[src/rtl/ripple_alu_pkg.sv]
package ripple_alu_pkg;

    localparam int OP_W = 4;

    typedef enum logic [OP_W-1:0] {
        OP_AND = 4'b0000,
        OP_OR  = 4'b0001,
        OP_ADD = 4'b0010,
        OP_SUB = 4'b0110,
        OP_SLT = 4'b0111,
        OP_NOR = 4'b1100,
        OP_XOR = 4'b1101
    } alu_op_e;

    typedef enum logic [2:0] {
        PICK_AND,
        PICK_OR,
        PICK_XOR,
        PICK_NOR,
        PICK_SUM,
        PICK_LESS,
        PICK_NONE
    } pick_e;

    typedef struct packed {
        logic  b_inv;
        logic  carry_seed;
        logic  arith;
        pick_e pick;
    } slice_ctrl_t;

    function automatic logic parity3(input logic x, input logic y, input logic z);
        return x ^ y ^ z;
    endfunction

    function automatic logic majority3(input logic x, input logic y, input logic z);
        return (x & y) | (x & z) | (y & z);
    endfunction

    function automatic slice_ctrl_t decode_op(input logic [OP_W-1:0] code);
        slice_ctrl_t c;
        c.b_inv      = 1'b0;
        c.carry_seed = 1'b0;
        c.arith      = 1'b0;
        c.pick       = PICK_NONE;
        case (code)
            OP_AND: c.pick = PICK_AND;
            OP_OR:  c.pick = PICK_OR;
            OP_XOR: c.pick = PICK_XOR;
            OP_NOR: c.pick = PICK_NOR;
            OP_ADD: begin
                c.arith = 1'b1;
                c.pick  = PICK_SUM;
            end
            OP_SUB: begin
                c.b_inv      = 1'b1;
                c.carry_seed = 1'b1;
                c.arith      = 1'b1;
                c.pick       = PICK_SUM;
            end
            OP_SLT: begin
                c.b_inv      = 1'b1;
                c.carry_seed = 1'b1;
                c.arith      = 1'b1;
                c.pick       = PICK_LESS;
            end
            default: c.pick = PICK_NONE;
        endcase
        return c;
    endfunction

endpackage

[src/rtl/alu_op_decode.sv]
module alu_op_decode
    import ripple_alu_pkg::*;
(
    input  logic [OP_W-1:0] code,
    output slice_ctrl_t     ctrl
);
    always_comb ctrl = decode_op(code);

    always_comb begin

        sub_inverts_chk: assert (!(ctrl.b_inv) || (ctrl.carry_seed && ctrl.arith))
            else $error("invert without carry seed");
    end
endmodule

[src/rtl/alu_bit_slice.sv]
module alu_bit_slice
    import ripple_alu_pkg::*;
#(
    parameter bit IS_TOP = 1'b0
) (
    input  logic        a,
    input  logic        b,
    input  logic        cin,
    input  logic        less,
    input  slice_ctrl_t ctrl,
    output logic        res,
    output logic        cout,
    output logic        set_out,
    output logic        ovf
);
    logic b_eff;
    logic sum;

    always_comb begin
        b_eff = b ^ ctrl.b_inv;
        sum   = parity3(a, b_eff, cin);
        cout  = majority3(a, b_eff, cin);
    end

    always_comb begin
        case (ctrl.pick)
            PICK_AND:  res = a & b;
            PICK_OR:   res = a | b;
            PICK_XOR:  res = a ^ b;
            PICK_NOR:  res = ~(a | b);
            PICK_SUM:  res = sum;
            PICK_LESS: res = less;
            default:   res = 1'b0;
        endcase
    end

    generate
        if (IS_TOP) begin : g_top
            logic wrap;
            always_comb begin
                wrap    = cin ^ cout;
                ovf     = wrap & ctrl.arith;
                set_out = sum ^ wrap;
            end
            always_comb begin

                ovf_sign_chk: assert (!ovf || ((a == b_eff) && (sum != a)))
                    else $error("overflow with mismatched signs");
            end
        end else begin : g_plain
            always_comb begin
                ovf     = 1'b0;
                set_out = 1'b0;
            end
        end
    endgenerate
endmodule

[src/rtl/alu_zero_detect.sv]
module alu_zero_detect #(
    parameter int W = 32
) (
    input  logic [W-1:0] bits,
    output logic         all_clear
);
    always_comb all_clear = ~(|bits);
endmodule

[src/rtl/ripple_alu.sv]
module ripple_alu
    import ripple_alu_pkg::*;
#(
    parameter int WIDTH = 32
) (
    input  logic [WIDTH-1:0] opnd_a,
    input  logic [WIDTH-1:0] opnd_b,
    input  logic [3:0]       op_code,
    output logic [WIDTH-1:0] result,
    output logic             zero,
    output logic             overflow,
    output logic             carry_out
);
    localparam int TOP = WIDTH - 1;

    slice_ctrl_t      ctrl;
    logic [WIDTH:0]   carry;
    logic [WIDTH-1:0] set_w;
    logic [WIDTH-1:0] ovf_w;
    logic             less_fb;

    alu_op_decode u_dec (
        .code (op_code),
        .ctrl (ctrl)
    );

    always_comb begin
        carry[0]  = ctrl.carry_seed;
        less_fb   = |set_w;
        overflow  = |ovf_w;
        carry_out = carry[WIDTH];
    end

    generate
        for (genvar i = 0; i < WIDTH; i++) begin : g_cell
            alu_bit_slice #(
                .IS_TOP (i == TOP)
            ) u_cell (
                .a       (opnd_a[i]),
                .b       (opnd_b[i]),
                .cin     (carry[i]),
                .less    ((i == 0) ? less_fb : 1'b0),
                .ctrl    (ctrl),
                .res     (result[i]),
                .cout    (carry[i+1]),
                .set_out (set_w[i]),
                .ovf     (ovf_w[i])
            );
        end
    endgenerate

    alu_zero_detect #(.W(WIDTH)) u_zero (
        .bits      (result),
        .all_clear (zero)
    );

    always_comb begin

        no_overflow_chk: assert (ctrl.arith || !overflow)
            else $error("overflow on non-arithmetic code");

        unused_code_chk: assert (ctrl.pick != PICK_NONE || (result == '0 && zero))
            else $error("unused code produced data");

        slt_upper_chk: assert (ctrl.pick != PICK_LESS || result[WIDTH-1:1] == '0)
            else $error("compare set upper bits");

        sub_borrow_chk: assert (op_code != 4'b0110 || carry_out == (opnd_a >= opnd_b))
            else $error("subtract carry not unsigned ge");
    end
endmodule

[config.mk]
export PLATFORM = sky130hd
export DESIGN_NAME = ripple_alu
export DESIGN_NICKNAME = d
export VERILOG_FILES = /design/src/rtl/ripple_alu_pkg.sv /design/src/rtl/alu_op_decode.sv /design/src/rtl/alu_bit_slice.sv /design/src/rtl/alu_zero_detect.sv /design/src/rtl/ripple_alu.sv
export SDC_FILE = /design/constraint.sdc
export NUM_CORES = 1
export LEC_CHECK = 0
export CAP_MARGIN = 5
export CORE_MARGIN = 1.5
export CORE_UTILIZATION = 45
export DETAILED_ROUTE_END_ITERATION = 10
export DONT_BUFFER_PORTS = 1
export PLACE_DENSITY = 0.63
export SETUP_SLACK_MARGIN = 0.4
export SLEW_MARGIN = 10
export SYNTH_ARGS = -nofsm -noshare
export SYNTH_HDL_FRONTEND = slang
export SYNTH_SLANG_ARGS = --single-unit
[constraint.sdc]
create_clock -name vclk -period 27.9
set_input_delay 2.79 -clock vclk [all_inputs]
set_output_delay 2.79 -clock vclk [all_outputs]
set_load 0.005 [all_outputs]
After elaboration in Yosys (flattened, before gate mapping)
Index checks and enable logic that the tools add are counted.
W data, S select, Z words.

storage, ports and cells
  flip-flop bits (word level) = 0
  output and inout port bits = 35
  word-level logic and storage cells = 440

operators by class
  equal/unequal tests = 11
  muxes and demuxes = 35
  bitwise logic cells = 388
  reduce and logical (&&, ||, !) cells = 6

operator list
  operator              number
  $pmux W1 S5           31
  $xor A1 B1 Y1         130
  $and A1 B1 Y1         129
  $or A1 B1 Y1          96
  $not A1 Y1            33
  $reduce_or A32 Y1     1
  $pmux W3 S6           1
  $eq A4 B3 Y1 const B  2
  $eq A4 B4 Y1 const B  2
  $eq A3 B2 Y1 const B  2
  $eq A3 B3 Y1 const B  2
  $pmux W1 S6           1
  $eq A4 B1 Y1 const B  1
  $eq A4 B2 Y1 const B  1
  $logic_not A4 Y1      1
  $reduce_or A2 Y1      2
  $eq A3 B1 Y1 const B  1
  $logic_not A3 Y1      1
  $reduce_or A3 Y1      1
  $mux W2               1
  $mux W1               1

Logic depth before layout (Yosys ltp)
  depth in word-level cells = 105
  gate-level depth with buffers = 44
  mapped depth without buffers = 43

By module
From an unflattened synthesis, not the netlist that was laid out.

second synthesis, totals
  cell total of the unflattened synthesis = 559
  area total of the unflattened synthesis = 4719.5 um^2

by module, submodules not included
  module                                 times used  cells an instance  area an instance (um^2)  sequential area each (um^2)
  alu_bit_slice (g_cell[23].u_cell ...)  16          16                 133.9                    0.0
  alu_bit_slice (g_cell[0].u_cell ...)   15          16                 140.1                    0.0
  alu_bit_slice (g_cell[31].u_cell)      1           18                 161.4                    0.0
  ripple_alu                             1           23                 153.9                    0.0
  alu_op_decode                          1           11                 87.6                     0.0
  alu_zero_detect                        1           11                 72.6                     0.0

Worst setup path before layout
No wires, ideal clock.

  path kind = in2out
  start = input port op_code[1]
  end = output port zero
  data arrival time = 16.737 ns
  required time = 25.110 ns
  path slack = 8.373 ns
  cell stages on the path = 44
  path buffers = 2
  cell sequence = buf_2 > nor2b_1 > nand2_1 > buf_1 > xnor2_1 > fa_1 > fa_1 > inv_1 > fa_1 > fa_1 > fa_1 > fa_1 > fa_1 > fa_1 > fa_1 > fa_1 > fa_1 > fa_1 > [8 not listed] > fa_1 > fa_1 > fa_1 > fa_1 > fa_1 > fa_1 > fa_1 > fa_1 > fa_1 > inv_1 > fa_1 > fa_1 > nor2_1 > a2111oi_4 > nand3_1 > or4_1 > or4_1 > nor4_2

on the way
  longest elaborated chain between the ends = 105
  elaborated cells on any way between the ends = 309

RTL lines
  item                               line                  source
  start: declaration                 ripple_alu.sv:8       input logic [3:0] op_code,
  $eq A4 B3 Y1                       ripple_alu_pkg.sv:46  case (code)
  $reduce_or A2 Y1 (no source line)  -
  $mux W2                            ripple_alu_pkg.sv:46
  $xor A1 B1 Y1                      alu_bit_slice.sv:20   b_eff = b ^ ctrl.b_inv;
  $and A1 B1 Y1                      ripple_alu_pkg.sv:37  return (x & y) | (x & z) | (y & z);
  $or A1 B1 Y1 (2 in series)         ripple_alu_pkg.sv:37
  $and A1 B1 Y1                      ripple_alu_pkg.sv:37
  $or A1 B1 Y1 (2 in series)         ripple_alu_pkg.sv:37
  [85 not listed]                    -
  $or A1 B1 Y1 (2 in series)         ripple_alu_pkg.sv:37
  $and A1 B1 Y1                      ripple_alu_pkg.sv:37
  $or A1 B1 Y1 (2 in series)         ripple_alu_pkg.sv:37
  $xor A1 B1 Y1                      alu_bit_slice.sv:41   wrap = cin ^ cout;
  $xor A1 B1 Y1                      alu_bit_slice.sv:43   set_out = sum ^ wrap;
  $pmux W1 S6                        alu_bit_slice.sv:26   case (ctrl.pick)
  $reduce_or A32 Y1 (*)              alu_zero_detect.sv:7  always_comb all_clear = ~(|bits);
  $not A1 Y1 (*)                     alu_zero_detect.sv:7
  end: declaration                   ripple_alu.sv:10      output logic zero,

Mark *: on every way between the ends. The rest lies on a longest branch, timed or not.

Worst setup path after layout
Same ends and word-level chain as after synthesis.

==> flow_metrics.env <==
export IMPL_synth_seq_area_share_pct=0
export IMPL_startpoint="op_code[1]"
export IMPL_clkbuf_count=0
export IMPL_cts_resized=0
export IMPL_routabilityCongestion=0.892
export IMPL_cp_max_fo=33
export IMPL_die_w_um=93.0
export IMPL_worstPathRequired_ps=25110
export IMPL_final_seq_area_um2=0
export IMPL_power_density_nw_per_um2=14.5
export IMPL_die_h_um=93.0
export IMPL_fin_nets=567
export IMPL_ir_drop_v=0.00000560
export IMPL_n_sequential_cell=0
export IMPL_critPathSlowestCell="or4_1"
export IMPL_drt_initial_drc_count=176
export IMPL_holdCritStartpoint="op_code[1]"
export IMPL_antenna_found_initial=0
export IMPL_p_clk_share_pct=0
export IMPL_hold_path_class="input pin to output port"
export IMPL_grt_setup_unrepaired="no"
export IMPL_slew_headroom_pct=37.7
export IMPL_p_leak_nw=1.75
export IMPL_start_util_pct=46.9
export IMPL_final_period_utilization_pct=71.5
export IMPL_vias=2953
export IMPL_p_sw_share_pct=55.4
export IMPL_status="finished clean"
export IMPL_yosysUniqueCellTypes=52
export IMPL_start_kind="input pin"
export IMPL_wl_um=9770
export IMPL_syn_avg_cell_area_um2=8.06
export IMPL_fmax_ghz=0.0501
export IMPL_hold_viol=0
export IMPL_dieArea_um2=8640
export IMPL_portBuffers=0
export IMPL_seq_power_share_pct=0
export IMPL_dp_cells=502
export IMPL_drive_gt1_share_pct=4.50
export IMPL_grt_pass1_vias=2957
export IMPL_rows=32
export IMPL_post_dp_hpwl_um=7790
export IMPL_firstDrtPassIters=4
export IMPL_syn_cell_area_um2=3640
export IMPL_tightest_slew_ps=933
export IMPL_yosysMostFrequentCell="inv_1"
export IMPL_grt_max_degree=34
export IMPL_crit_path_frequent_cell="fa_1"
export IMPL_endpoint_kind="output port"
export IMPL_diodes=0
export IMPL_path_buf_inv=3
export IMPL_syn_to_final_growth_pct=-5.02
export IMPL_num_io_pins=103
export IMPL_finalSetupViolations=0
export IMPL_cap_violations=0
export IMPL_period_needed_ps=19960
export IMPL_synth_commonest_cells="72 x inv_1, 65 x ha_1, 43 x nand2_1"
export IMPL_wl_per_cell_um=19.5
export IMPL_drv_slew=0
export IMPL_syn_inst=452
export IMPL_grt_use_total_pct=22.0
export IMPL_max_stage_delay_ps=560
export IMPL_final_cells=502
export IMPL_core_um2=7770
export IMPL_ant_nets=0
export IMPL_grt_ovfl_total=0
export IMPL_critical_path_class="input pin to output port"
export IMPL_grt_pass1_wl_um=15000
export IMPL_drc_errors=0
export IMPL_worstPathArrival_ps=17170
export IMPL_post_cts_buffers=0
export IMPL_p_comb_share_pct=100.0
export IMPL_finalSetupTns_ps=0
export IMPL_crit_family="adder cells"
export IMPL_switchingPower_w=0.0000278
export IMPL_synthTopCellsByArea="ha_1 22%, fa_1 18%, xnor2_1 7.7%, inv_1 7.4%, buf_4 6.6%"
export IMPL_synth_top_area_share_pct=22.3
export IMPL_synth_top_cell_by_area="ha_1"
export IMPL_cts_hold_buffers_added=0
export IMPL_vias_per_cell=5.88
export IMPL_yosys_warnings=0
export IMPL_p_int_w=0.0000224
export IMPL_syn_nets=617
-- final cells by class --
| cell class | count | area, um^2 |
|---|---|---|
| well taps | 102 | 128 |
| repair buffers | 3 | 22.5 |
| inverters | 72 | 270 |
| multi-input cells | 325 | 3040 |
| fillers | 782 | 4310 |
-- power groups by stage --
stage                     clock (W)  combinational [W]  sequential, W
final                             0          0.0000501              0
after detailed placement          0          0.0000502              0
after global routing              0          0.0000569              0
after floorplan                   0          0.0000444              0
after global placement            0          0.0000489              0
after CTS                         0          0.0000505              0
-- worst paths after layout --
check / to / slack (ps) / depth (start not counted)
min: result[27] / 5700 / 1
max: zero / 7940 / 44
-- per-layer routing --
layer	track usage (%)	vias up	part of all wire, %
met3	4.43	17	9.1
met2	39.4	115	48
met1	27.3	1432	41
met4	4.04	0	1.9
li1	-	1389	-
met5	0	-	0
-- logic make-up (layout without fill, tap and decap cells) --
family / after synthesis / after routing / synth area share, %
adder cells (fa/ha/maj): 97 / 97 / 39.9
AND/OR/NAND/NOR: 108 / 108 / 15.1
multiplexers: 14 / 14 / 4.09
buffers and inverters: 127 / 75 / 17.3
AO/OA/AOI/OAI: 74 / 74 / 15.9
XOR/XNOR: 32 / 32 / 7.69
-- placed cells by master (no fill, tap or decap), drive strengths merged, types with 4 or more instances in the layout --
cell type   n
a21o        8
a21oi       6
a221oi      5
a22oi       8
a32oi       4
fa         32
ha         65
inv        72
mux2        7
mux2i       7
nand2      43
nand3      11
nor2       22
nor2b       4
nor4        5
o2111ai     6
o211ai      8
o21ai       8
o221ai      4
or4         6
xnor2      32
-- per-stage QoR --
step / util [%] / cell area (um^2) / setup slack (ps) / total power [W] / hold WS [ps]
after detailed placement: 44.5 / 3460 / 7930 / 0.0000502 / 5710
after CTS: 44.5 / 3460 / 7900 / 0.0000505 / 5700
after floorplan: - / 3640 / 8370 / 0.0000444 / 5900
after global routing: 44.5 / 3460 / 7380 / 0.0000569 / 5710
final: 44.5 / 3460 / 7940 / 0.0000501 / 5700
after global placement: 44.5 / 3460 / 8180 / 0.0000489 / 5710
Power figures use the tool's default switching activity.
